### config.mk
export PLATFORM = sky130hd
export DESIGN_NAME = cache_tag_ctrl
export DESIGN_NICKNAME = d
export VERILOG_FILES = /design/src/rtl/cache_tag_pkg.sv /design/src/rtl/ctc_way_lookup.sv /design/src/rtl/ctc_plru.sv /design/src/rtl/cache_tag_ctrl.sv
export SDC_FILE = /design/constraint.sdc
export NUM_CORES = 1
export LEC_CHECK = 0
export BUFFER_PORTS_ARGS = -buffer_cell sky130_fd_sc_hd__buf_2
export CAP_MARGIN = 0
export CORE_ASPECT_RATIO = 0.8
export CORE_MARGIN = 8
export CORE_UTILIZATION = 65
export CTS_BUF_LIST = sky130_fd_sc_hd__clkbuf_4
export DETAILED_ROUTE_END_ITERATION = 8
export PLACE_DENSITY = 0.83
export SLEW_MARGIN = 15
export SYNTH_ARGS = -nofsm -noshare
export SYNTH_HDL_FRONTEND = slang
export SYNTH_SLANG_ARGS = --single-unit
### constraint.sdc
create_clock -name clk -period 10.5 [get_ports clk]
set_input_delay 1.05 -clock clk [delete_from_list [all_inputs] [get_ports clk]]
set_output_delay 1.05 -clock clk [all_outputs]
set_load 0.005 [all_outputs]
### src/rtl/cache_tag_pkg.sv
package cache_tag_pkg;

  typedef enum logic [1:0] {
    OUT_HIT   = 2'b00,
    OUT_FILL  = 2'b01,
    OUT_EVICT = 2'b10,
    OUT_DIRTY = 2'b11
  } outcome_e;

endpackage

### src/rtl/ctc_way_lookup.sv
module ctc_way_lookup #(
  parameter int WAYS  = 4,
  parameter int TAG_W = 8,
  localparam int WAY_W = $clog2(WAYS)
) (
  input  logic                        clk,
  input  logic                        rst_n,
  input  logic [WAYS-1:0][TAG_W-1:0]  set_tags,
  input  logic [WAYS-1:0]             set_valid,
  input  logic [TAG_W-1:0]            look_tag,
  output logic                        hit,
  output logic [WAY_W-1:0]            hit_way,
  output logic                        free_any,
  output logic [WAY_W-1:0]            free_way
);

  logic [WAYS-1:0] match_vec;

  for (genvar w = 0; w < WAYS; w++) begin : g_cmp
    assign match_vec[w] = set_valid[w] && (set_tags[w] == look_tag);
  end

  always_comb begin
    hit      = |match_vec;
    free_any = ~&set_valid;
    hit_way  = '0;
    free_way = '0;
    for (int w = WAYS - 1; w >= 0; w--) begin
      if (match_vec[w])  hit_way  = WAY_W'(w);
      if (!set_valid[w]) free_way = WAY_W'(w);
    end
  end


  single_match_chk: assert property (@(posedge clk) disable iff (!rst_n)
    $onehot0(match_vec));

endmodule

### src/rtl/ctc_plru.sv
module ctc_plru #(
  parameter int SETS = 4,
  parameter int WAYS = 4,
  localparam int WAY_W = $clog2(WAYS),
  localparam int SET_W = $clog2(SETS),
  localparam int NODES = WAYS - 1
) (
  input  logic             clk,
  input  logic             rst_n,
  input  logic             clear,
  input  logic             upd_en,
  input  logic [SET_W-1:0] upd_set,
  input  logic [WAY_W-1:0] upd_way,
  input  logic [SET_W-1:0] rd_set,
  output logic [WAY_W-1:0] victim
);

  logic [NODES-1:0] tree_q [SETS];
  logic             tree_any;

  function automatic logic [WAY_W-1:0] pick_way(input logic [NODES-1:0] t);
    int idx = 0;
    for (int l = 0; l < WAY_W; l++) idx = 2 * idx + 1 + int'(t[idx]);
    return WAY_W'(idx - NODES);
  endfunction

  function automatic logic [NODES-1:0] touch(input logic [NODES-1:0] t,
                                             input logic [WAY_W-1:0] w);
    logic [NODES-1:0] r = t;
    int idx = NODES + int'(w);
    for (int l = 0; l < WAY_W; l++) begin
      int par = (idx - 1) / 2;
      r[par] = (idx % 2) == 1;
      idx = par;
    end
    return r;
  endfunction

  always_ff @(posedge clk) begin
    if (!rst_n || clear) begin
      for (int s = 0; s < SETS; s++) tree_q[s] <= '0;
    end else if (upd_en) begin
      tree_q[upd_set] <= touch(tree_q[upd_set], upd_way);
    end
  end

  assign victim = pick_way(tree_q[rd_set]);

  always_comb begin
    tree_any = 1'b0;
    for (int s = 0; s < SETS; s++) tree_any = tree_any | (|tree_q[s]);
  end


  touched_not_victim_chk: assert property (@(posedge clk) disable iff (!rst_n)
    (upd_en && !clear) |=> pick_way(tree_q[$past(upd_set)]) != $past(upd_way));


  tree_clear_chk: assert property (@(posedge clk) disable iff (!rst_n)
    clear |=> !tree_any);

endmodule

### src/rtl/cache_tag_ctrl.sv
module cache_tag_ctrl
  import cache_tag_pkg::*;
#(
  parameter int LINES = 16,
  parameter int WAYS  = 4,
  parameter int PA_W  = 16,
  parameter int TAG_W = 8
) (
  input  logic            clk,
  input  logic            rst_n,
  input  logic            req_valid,
  output logic            req_ready,
  input  logic [PA_W-1:0] req_addr,
  input  logic            req_write,
  input  logic            cmd_flush,
  input  logic            cmd_inval,
  input  logic            cmd_restart,
  output logic            rsp_valid,
  output logic [1:0]      rsp_code
);

  localparam int SETS  = LINES / WAYS;
  localparam int SET_W = $clog2(SETS);
  localparam int WAY_W = $clog2(WAYS);
  localparam int OFF_W = PA_W - TAG_W - SET_W;

  logic [WAYS-1:0][TAG_W-1:0] tag_q   [SETS];
  logic [WAYS-1:0]            valid_q [SETS];
  logic [WAYS-1:0]            dirty_q [SETS];

  logic [TAG_W-1:0] req_tag;
  logic [SET_W-1:0] req_set;
  logic             any_cmd, fire;
  logic             hit, free_any;
  logic [WAY_W-1:0] hit_way, free_way, victim, tgt_way;
  outcome_e         outcome;

  assign req_tag  = req_addr[OFF_W+SET_W +: TAG_W];
  assign req_set  = req_addr[OFF_W +: SET_W];
  assign any_cmd  = cmd_flush | cmd_inval | cmd_restart;
  assign req_ready = rst_n & ~any_cmd;
  assign fire     = req_valid & req_ready;

  ctc_way_lookup #(.WAYS(WAYS), .TAG_W(TAG_W)) i_lookup (
    .clk      (clk),
    .rst_n    (rst_n),
    .set_tags (tag_q[req_set]),
    .set_valid(valid_q[req_set]),
    .look_tag (req_tag),
    .hit      (hit),
    .hit_way  (hit_way),
    .free_any (free_any),
    .free_way (free_way)
  );

  ctc_plru #(.SETS(SETS), .WAYS(WAYS)) i_plru (
    .clk    (clk),
    .rst_n  (rst_n),
    .clear  (cmd_restart),
    .upd_en (fire),
    .upd_set(req_set),
    .upd_way(tgt_way),
    .rd_set (req_set),
    .victim (victim)
  );

  always_comb begin
    if (hit) begin
      outcome = OUT_HIT;
      tgt_way = hit_way;
    end else if (free_any) begin
      outcome = OUT_FILL;
      tgt_way = free_way;
    end else begin
      tgt_way = victim;
      outcome = dirty_q[req_set][victim] ? OUT_DIRTY : OUT_EVICT;
    end
  end

  always_ff @(posedge clk) begin
    if (!rst_n) begin
      for (int s = 0; s < SETS; s++) begin
        valid_q[s] <= '0;
        dirty_q[s] <= '0;
      end
      rsp_valid <= 1'b0;
      rsp_code  <= OUT_HIT;
    end else begin
      rsp_valid <= fire;
      if (fire) rsp_code <= outcome;
      for (int s = 0; s < SETS; s++) begin
        if (cmd_inval || cmd_restart) valid_q[s] <= '0;
        if (cmd_flush)                dirty_q[s] <= '0;
      end
      if (fire) begin
        valid_q[req_set][tgt_way] <= 1'b1;
        dirty_q[req_set][tgt_way] <= hit ? (dirty_q[req_set][tgt_way] | req_write)
                                         : req_write;
      end
    end
  end

  always_ff @(posedge clk) begin
    if (fire && !hit) tag_q[req_set][tgt_way] <= req_tag;
  end

  logic [SETS*WAYS-1:0] valid_flat, dirty_flat;
  always_comb begin
    for (int s = 0; s < SETS; s++) begin
      valid_flat[s*WAYS +: WAYS] = valid_q[s];
      dirty_flat[s*WAYS +: WAYS] = dirty_q[s];
    end
  end


  rsp_one_cycle_chk: assert property (@(posedge clk) disable iff (!rst_n)
    1'b1 |=> (rsp_valid == $past(fire)));


  cmd_blocks_req_chk: assert property (@(posedge clk) disable iff (!rst_n)
    any_cmd |-> !req_ready);


  flush_dirty_chk: assert property (@(posedge clk) disable iff (!rst_n)
    cmd_flush |=> (dirty_flat == '0));


  flush_keeps_valid_chk: assert property (@(posedge clk) disable iff (!rst_n)
    (cmd_flush && !cmd_inval && !cmd_restart) |=> $stable(valid_flat));


  inval_clears_chk: assert property (@(posedge clk) disable iff (!rst_n)
    (cmd_inval || cmd_restart) |=> (valid_flat == '0));


  evict_code_chk: assert property (@(posedge clk) disable iff (!rst_n)
    (fire && !hit && !free_any) |=> rsp_code[1]);


  fill_grows_chk: assert property (@(posedge clk) disable iff (!rst_n)
    (fire && !hit && free_any) |=>
      ($countones(valid_flat) == $countones($past(valid_flat)) + 1));

endmodule

==> results_dict.tcl <==
set metrics [dict create \
    status "complete, no violations" \
    peakVddDrop_mv 0.114 \
    wirelength_met1_um 6480 \
    p_total_uw 1200 \
    intPower_uw 913 \
    drive_above_1_share_pct 16.7 \
    pwr-share-seq_pct 63.9 \
    cap_violations 0 \
    post-dp-hpwl_um 10300 \
    grt_pass1_vias 4614 \
    fin_crit_sh_pct 71.7 \
    rrSetupSlack_ps 4160 \
    ys.warnings.count 0 \
    syn_avg_cell_area_sq_um 14.3 \
    core_area_sq_um 12100 \
    seq_area_frac_synth_pct 63.4 \
    finalNonFillerCells 734 \
    synthCells 558 \
    rsz0062_at_grt "false" \
    antenna_found_initial 0 \
    htree_levels 4 \
    crit_path_end_kind "flip-flop" \
    cts_tree "done" \
    swShare_pct 23.6 \
    yosysMostFrequentCell "edfxtp_1" \
    die_width_um 140 \
    start_util_pct 66.2 \
    reg2reg_from "tag_q[3][25]" \
    syn_nets 592 \
    ff_latch_area_sq_um 5060 \
    ys_types 55 \
    root_buffer "clkbuf_4" \
    hold_viol_final 0 \
    drt-initial-drc-count 471 \
    grt_pass1_wl_um 24100 \
    nets 603 \
    via_per_inst 6.28 \
    wl_per_cell_um 20.8 \
    clock_power_share_pct 29.3 \
    powerDensity_nw_per_um2 142 \
    top_layer_used "met4" \
    muxShareOfSynthArea_pct 12.9 \
    clkTransAtPathRegs_ps 160 \
    drv_slew 0 \
    tightest_slew_ps 1100 \
    start_kind "input port" \
    synth_top_family_by_area "multiplexers" \
    cts.sinks 175 \
    r2r.worst_path.cells 24 \
    setup_slack_ps 2970 \
    route.met3.wl_um 1150 \
    arrival_ps 7930 \
    wl_met2_um 7330 \
    fmax_ghz 0.133 \
    die_area_sq_um 16100 \
    synth-seq-cells 175 \
    cts_repair_resize_count 0 \
    clock_skew_ps 33.1 \
    cpMostUsedCell "ha_1" \
    multiInputGateArea_sq_um 2710 \
    fin_setup_tns_ps 0 \
    ant_nets 0 \
    synth_top_area_cell "edfxtp_1" \
    synth_top_area_share_pct 58.6 \
    min_from "valid_q[2][0]" \
    slowest_delay_ps 700 \
    whs_ps 448 \
    fillers 808 \
    io_pins 27 \
    post_synth_main_area_contributors "edfxtp_1 (59%), mux4_2 (9.3%), dfxtp_1 (4.8%)" \
    min_path_cells 2 \
    synth_xor_area_share_pct 4.49 \
    synthAdderAreaFrac_pct 1.72 \
    overflow 0 \
    slew_headroom_pct 26.7 \
    pwr-share-comb_pct 6.8 \
    synthSimpleGateAreaFrac_pct 9.03 \
    grt_util_all_layers_pct 19.7 \
    clock_path_buffers 2 \
    clk_latency_ps 570 \
    firstDrtPassIters 7 \
    grt_max_degree 37 \
    rr_endpoint "i_plru.tree_q[1][0]" \
    hold_end "valid_q[2][0]" \
    cts_buffers 17 \
    holdCritPathClass "reg -> reg" \
    place_congestion 0.852 \
    cts_setup_buffers 0 \
    cts_hold_buf 0 \
    synthArstFlopShare_pct 0 \
    place_ws_ps 2480 \
    critPathKind "in -> reg" \
    chipHeight_um 115 \
    areaGrowthSynthToFinish_pct 5.04 \
    setup_viol 0 \
    switchingPower_uw 282 \
    dp_cells 702 \
    drc_errors 0 \
    port_buffers 20 \
    syn-cell-area_sq_um 7990 \
    leakagePower_uw 0.00292 \
    synth-compound-area-share_pct 5.71 \
    synth_edf_count 156 \
    worst-path-max-fanout 35 \
    crit_required_ps 10900 \
    worst_path_max_delay_cell "buf_2" \
    antenna_cells 0 \
    period_minus_slack_ps 7530 \
    synth_common_cells "edfxtp_1 (156), nand2_1 (75), xnor2_1 (34), mux4_2 (33), nor2_1 (27)" \
    totalWireLength_um 15200 \
    vias 4611 \
    synth_ff_type "edfxtp_1" \
    std_cell_rows 36 \
]
==> cell type report <==
cell class	instances	share of cell area [%]
Clock inverter	14	1.40
Clock buffer	18	1.61
Inverter	15	0.671
Tap cell	152	2.27
Multi-Input combinational cell	337	32.3
Timing Repair Buffer	23	1.46
Sequential cell	175	60.3
==> power by group through the flow <==
stage	clock network, uW	logic, uW	registers [uW]
2_1_floorplan	0	60.4	779
6_report	350	81.6	764
3_5_place_dp	0	81.4	780
3_3_place_gp	0	78.8	779
4_1_cts	351	81.8	764
5_1_grt	376	88.7	765
==> layer usage <==
metal / GRT usage (%) / up-vias
li1: - / 2110
met1: 25.7 / 2289
met2: 31.6 / 184
met3: 4.40 / 28
met4: 8.66 / 0
met5: 0 / -
==> placed cells by master (no fill, tap or decap), types with 15 or more instances in the layout <==
cell	n
xnor2_1	34
inv_1	15
mux2i_1	24
nand2_1	75
dfxtp_1	19
mux4_2	33
a21oi_1	23
edfxtp_1	156
clkbuf_4	18
buf_2	20
nor2_1	27
==> worst max path at each step <==
| stage | startpoint | endpoint | slack, ps |
|---|---|---|---|
| 2_1_floorplan | req_addr[6] | i_plru.tree_q[1][0] | 4100 |
| 3_3_place_gp | req_addr[7] | i_plru.tree_q[1][0] | 2680 |
| 3_5_place_dp | req_addr[7] | i_plru.tree_q[1][0] | 2480 |
| 4_1_cts | req_addr[7] | i_plru.tree_q[1][0] | 3050 |
| 5_1_grt | req_addr[6] | i_plru.tree_q[1][0] | 2360 |
| 6_report | req_addr[7] | i_plru.tree_q[1][0] | 2970 |
==> flip-flops by register name, summed over array words and instances (netlist names) <==
signal,cells
dirty_q,16
i_plru.tree_q,12
rsp_valid,1
tag_q,128
rsp_code,2
valid_q,16
==> stage by stage <==
stage / cell area (sq um) / util [%]
4_1_cts: 8390 / 69.5
5_1_grt: 8400 / 69.5
3_3_place_gp: 8140 / 67.4
2_1_floorplan: 7990 / -
3_5_place_dp: 8140 / 67.4
6_report: 8400 / 69.5
==> worst max-delay path: cells and delay by family <==
family / cells / cell delay, ps
simple gates: 4 / 1480
mux: 2 / 420
compound gates: 10 / 2440
buf+inv: 5 / 1430
xor+xnor: 1 / 90
fa+ha+maj: 4 / 1010
==> cells by family (layout without fill, tap and decap cells) <==
logic type,after synthesis,in the layout
AO/OA/AOI/OAI,65,65
flip-flops,175,175
multiplexers,61,61
XOR/XNOR,41,41
AND/OR/NAND/NOR,159,159
adder cells (fa/ha/maj),11,11
buffers and inverters,46,70
Note: power is estimated with default switching activity, not from simulation.
